[config.mk]
export PLATFORM = sky130hd
export DESIGN_NAME = carry_pipe_dds
export DESIGN_NICKNAME = d
export VERILOG_FILES = /design/src/rtl/dds_pkg.sv /design/src/rtl/dds_delay_line.sv /design/src/rtl/dds_seg_acc.sv /design/src/rtl/carry_pipe_dds.sv
export SDC_FILE = /design/constraint.sdc
export NUM_CORES = 1
export LEC_CHECK = 0
export ABC_AREA = 1
export BUFFER_PORTS_ARGS = -buffer_cell sky130_fd_sc_hd__buf_2
export CORE_UTILIZATION = 30
export CTS_BUF_LIST = sky130_fd_sc_hd__clkbuf_16
export DETAILED_ROUTE_END_ITERATION = 7
export GPL_TIMING_DRIVEN = 0
export SYNTH_ARGS = -nofsm -noshare
export SYNTH_HDL_FRONTEND = slang
export SYNTH_SLANG_ARGS = --single-unit
[constraint.sdc]
create_clock -name clk -period 3 [get_ports clk]
set_input_delay 0.6 -clock clk [delete_from_list [all_inputs] [get_ports clk]]
set_output_delay 0.6 -clock clk [all_outputs]
set_load 0.05 [all_outputs]
[src/rtl/dds_pkg.sv]
// Package: segment geometry helpers for the carry-pipelined accumulator.
// Assumes segment k starts at bit k*seg_w; the top segment takes any remainder.
package dds_pkg;

    // Lowest accumulator bit held by segment k.
    function automatic int seg_lsb(input int k, input int seg_w);
        return k * seg_w;
    endfunction

    // Width of segment k; the top segment absorbs leftover bits.
    function automatic int seg_width(input int k, input int nseg,
                                     input int acc_w, input int seg_w);
        return (k == nseg - 1) ? (acc_w - k * seg_w) : seg_w;
    endfunction

endpackage

[src/rtl/dds_delay_line.sv]
// Module: dds_delay_line
// Fixed-depth register delay for a W-bit word, cleared by synchronous reset.
// Assumes DEPTH >= 1; callers bypass it when no delay is needed.
module dds_delay_line #(
    parameter int W     = 8,
    parameter int DEPTH = 1
) (
    input  logic         clk,
    input  logic         rst_n,
    input  logic [W-1:0] d_i,
    output logic [W-1:0] q_o
);
    logic [W-1:0] pipe [DEPTH];

    // Shift the word one stage per clock; reset empties every stage.
    always_ff @(posedge clk) begin
        if (!rst_n) begin
            for (int i = 0; i < DEPTH; i++) pipe[i] <= '0;
        end else begin
            pipe[0] <= d_i;
            for (int i = 1; i < DEPTH; i++) pipe[i] <= pipe[i-1];
        end
    end

    assign q_o = pipe[DEPTH-1];
endmodule

[src/rtl/dds_seg_acc.sv]
// Module: dds_seg_acc
// One accumulator segment: adds its slice of the word and a registered carry-in,
// and registers both the new state and the carry out, so the next segment sees it a cycle later.
// Assumes add_i and cin_i are already skewed to this segment's lag.
module dds_seg_acc #(
    parameter int W = 8
) (
    input  logic         clk,
    input  logic         rst_n,
    input  logic [W-1:0] add_i,
    input  logic         cin_i,
    output logic [W-1:0] sum_o,
    output logic         cout_o
);
    logic [W-1:0] acc_q;
    logic         cy_q;
    logic [W:0]   nxt;

    // Segment adder: one W-bit carry chain only.
    always_comb nxt = {1'b0, acc_q} + {1'b0, add_i} + {{W{1'b0}}, cin_i};

    // Register segment state and its carry out.
    always_ff @(posedge clk) begin
        if (!rst_n) begin
            acc_q <= '0;
            cy_q  <= 1'b0;
        end else begin
            acc_q <= nxt[W-1:0];
            cy_q  <= nxt[W];
        end
    end

    assign sum_o  = acc_q;
    assign cout_o = cy_q;

    // A registered carry means the segment wrapped, so its state cannot have grown.
    assert_wrap_down_R3: assert property (@(posedge clk) disable iff (!rst_n)
        $rose(cy_q) |-> (acc_q <= $past(acc_q)));

    // No carry means no wrap, so the state cannot have shrunk.
    assert_nowrap_up_R3: assert property (@(posedge clk) disable iff (!rst_n)
        (!cy_q && $past(rst_n)) |-> (acc_q >= $past(acc_q)));

    // Nothing to add means the state holds.
    assert_idle_hold_R6: assert property (@(posedge clk) disable iff (!rst_n)
        (add_i == '0 && !cin_i) |=> $stable(acc_q));
endmodule

[src/rtl/carry_pipe_dds.sv]
// Module: carry_pipe_dds (top)
// Phase accumulator split into NSEG segments with a carry flip-flop between each pair.
// Segment k lags segment 0 by k cycles; its word slice is delayed by k to match.
// carry_o is the top segment's registered carry, i.e. a plain accumulator's carry delayed NSEG-1.
// phase_o realigns the segments by delaying the lower ones, lagging by NSEG-1 cycles.
// Assumes NSEG >= 1 and ACC_W >= NSEG.
module carry_pipe_dds
    import dds_pkg::*;
#(
    parameter int ACC_W = 16,
    parameter int NSEG  = 2
) (
    input  logic             clk,
    input  logic             rst_n,
    input  logic [ACC_W-1:0] ftw_i,
    input  logic             load_i,
    output logic             carry_o,
    output logic [ACC_W-1:0] phase_o
);
    localparam int SEG_W = ACC_W / NSEG;
    localparam int LAG   = NSEG - 1;

    logic [ACC_W-1:0] word_q;
    logic [NSEG:0]    cy;

    // Capture the tuning word on the load strobe.
    always_ff @(posedge clk) begin
        if (!rst_n)      word_q <= '0;
        else if (load_i) word_q <= ftw_i;
    end

    assign cy[0] = 1'b0;

    for (genvar k = 0; k < NSEG; k++) begin : g_seg
        localparam int LO = seg_lsb(k, SEG_W);
        localparam int SW = seg_width(k, NSEG, ACC_W, SEG_W);
        localparam int AL = LAG - k;

        logic [SW-1:0] add_w;
        logic [SW-1:0] sum_w;

        if (k == 0) begin : g_word_now
            assign add_w = word_q[LO +: SW];
        end else begin : g_word_skew
            dds_delay_line #(.W(SW), .DEPTH(k)) u_wskew (
                .clk(clk), .rst_n(rst_n), .d_i(word_q[LO +: SW]), .q_o(add_w));
        end

        dds_seg_acc #(.W(SW)) u_seg (
            .clk(clk), .rst_n(rst_n), .add_i(add_w), .cin_i(cy[k]),
            .sum_o(sum_w), .cout_o(cy[k+1]));

        if (AL == 0) begin : g_ph_now
            assign phase_o[LO +: SW] = sum_w;
        end else begin : g_ph_align
            dds_delay_line #(.W(SW), .DEPTH(AL)) u_palign (
                .clk(clk), .rst_n(rst_n), .d_i(sum_w), .q_o(phase_o[LO +: SW]));
        end
    end

    assign carry_o = cy[NSEG];

    // Reset leaves both outputs at zero on the following cycle.
    assert_reset_clear_R1: assert property (@(posedge clk)
        !rst_n |=> (!carry_o && phase_o == '0));

    // The active word changes only under the load strobe.
    assert_word_hold_R2: assert property (@(posedge clk) disable iff (!rst_n)
        !load_i |=> $stable(word_q));
endmodule

==> metrics.yaml <==
antenna-diode-count: 0
gp_congestion: 0.848
drcViolationCount: 0
worst_pin_slew_ns: 0.355
multi_input_area_um2: 988
area_delta_synth_final_pct: 21.2
period_share_pct: 60.0
synth_area_per_cell_um2: 7.68
cts_buffers: 5
cts_setup_buffers: 0
ir_drop_v: 0.000241
drt_iter0_markers: 91
ios: 36
stdcell_area_um2: 2640
finalWirelength_um: 4360
skew_ns: 0.00374
std_cell_rows: 30
die-area_um2: 7590
utilization_pct: 38.2
dpl_cell_area_um2: 2460
grt_pass1_vias: 1681
viasPerCell: 4.14
setup_viol: 0
cts.reportedPaths.clkPinSlew_ns: 0.07
cts_tree: "built"
cts_max_path_buffers: 2
hold_viol: 0
yosysTopAreaCell: "dfxtp_1"
syn_nets: 320
cp-start-kind: "register"
crit_path_frequent_cell: "nand2_1"
yosysTopAreaCellShare_pct: 46.0
slew_headroom_pct: 76.3
h-tree-depth: 2
placedCellCount: 413
ys_ff_latch: 50
fmax_ghz: 0.555
crit_path_max_fanout: 4
fillers: 784
status: "completed"
antenna_found_initial: 0
first_pass_iters: 5
drv_slew: 0
coreArea_um2: 6910
drive_gt1_share_pct: 16.6
yosys-top-cells-area: "dfxtp_1, nand2_1, nor2_1"
grt_usage_pct: 12.9
grt_first_pass_wirelength_um: 7600
cts_resized: 0
root_buffer: "clkbuf_16"
critical_path.endpoint_type: "register"
drv_cap: 0
post-route-min-period_ns: 1.80
power_leakage_nw: 1.44
yosysUniqueCellTypes: 20
worstPathArrival_ns: 1.98
cts_sinks: 50
synth_cells: 283
die_x_um: 87.1
ant_nets: 0
finalSetupTns_ns: 0
clk_latency_ns: 0.29
pre_cts_ws_ns: 1.20
power_per_cell_area_nw_per_um2: 634
slowest_stage: "fa_1"
cts-hold-fix-buffers: 0
die_h_um: 87.1
crit_chain: "fa_1 > fa_1 > nand2_1 > nand2_1 > nand3_1 > nand3_1 > nand2_1 > nor2_1"
hp-class: "register to register"
start_util_pct: 31.5
seq_area_um2: 1000
ys_warn_count: 0
holdWs_ns: 0.422
synth_area_um2: 2170
setup_ws_ns: 1.20
worst-setup-path-type: "register to register"
grt_max_degree: 17
worstPathRequired_ns: 3.18
cpPeakStageDelay_ns: 0.47
vias: 1742
fin_cells: 421
p_total_mw: 1.67
dp_hpwl_um: 3220
rsz0062_at_grt: "no"
ys_seq_area_share_pct: 46.0
wl_per_cell_um: 10.3
fin_nets: 361
grt_overflow_total: 0
io_buffers: 34
[critical path: cells and delay by family (launching register included)]
family | cells | cell delay (ns)
DFF | 1 | 0.33
and+or+nand+nor | 6 | 0.51
adders and majority gates | 2 | 0.87
[registers in the layout, indices dropped and copies added (netlist names)]
| signal | cells |
|---|---|
| g_seg.u_seg.sum_o | 16 |
| word_q | 16 |
| g_seg.g_ph_align.u_palign.pipe | 8 |
| g_seg.g_word_skew.u_wskew.pipe | 8 |
| g_seg.u_seg.cout_o | 2 |
[synth_stat cells]
library cell	count
dfxtp_1	50
or2_4	2
nand2_1	56
fa_1	3
buf_2	3
and2_4	2
buf_4	1
nand2_2	2
nand3b_1	2
nand3_1	14
clkbuf_1	1
ha_1	15
nor2_1	56
o21ai_0	16
o21a_1	2
buf_6	1
clkbuf_2	1
or2_1	2
inv_1	38
a21oi_1	16
[layout by cell type (no fill, tap or decap), types with 3 or more instances in the layout]
| master | Yosys | routed |
|---|---|---|
| a21oi_1 | 16 | 16 |
| buf_2 | 3 | 37 |
| clkbuf_16 | 0 | 5 |
| dfxtp_1 | 50 | 50 |
| fa_1 | 3 | 3 |
| ha_1 | 15 | 15 |
| inv_1 | 38 | 38 |
| nand2_1 | 56 | 56 |
| nand3_1 | 14 | 14 |
| nor2_1 | 56 | 56 |
| o21ai_0 | 16 | 16 |
[worst paths after layout]
path / start / endpoint / slack (ns) / depth (start not counted)
min reg2reg: word_q[11] / g_seg[1].g_word_skew.u_wskew.pipe[0][3] / 0.42 / 2
min: word_q[11] / g_seg[1].g_word_skew.u_wskew.pipe[0][3] / 0.42 / 2
max reg2reg: g_seg[1].u_seg.sum_o[0] / g_seg[1].u_seg.sum_o[6] / 1.20 / 8
max: g_seg[1].u_seg.sum_o[0] / g_seg[1].u_seg.sum_o[6] / 1.20 / 8
[metal layers]
| layer | up-vias | share of wire, % | track usage [%] |
|---|---|---|---|
| met5 | - | 0 | 0 |
| met4 | 0 | 1.2 | 3.13 |
| met3 | 5 | 5.4 | 4.08 |
| met2 | 34 | 41 | 19.8 |
| met1 | 745 | 52 | 17.5 |
| li1 | 958 | - | - |
[power by group]
| part | internal [mW] | total (mW) | switching (mW) | leakage [nW] |
|---|---|---|---|---|
| sequential | 0.718 | 0.745 | 0.0276 | 0.412 |
| combinational | 0.0954 | 0.283 | 0.187 | 0.956 |
| clock | 0.393 | 0.643 | 0.249 | 0.0760 |
| total | 1.21 | 1.67 | 0.464 | 1.44 |
[layout make-up]
class	instances	share of cell area, %
sequential	50	38.0
multi-input combinational	188	37.5
timing repair buffer	34	6.46
inverter	38	5.41
clock buffer	5	4.75
tap	96	4.56
clock inverter	3	1.71
buffer	7	1.61
[cell families (layout without fill, tap and decap cells)]
logic type	after synthesis	in the layout	share of synthesized area [%]
and+or+nand+nor	136	136	26.0
DFF	50	50	46.0
buffers and inverters	45	87	8.52
AOI/OAI and AO/OA	34	34	8.06
adders and majority gates	18	18	11.4
(Power assumes the default switching activity.)
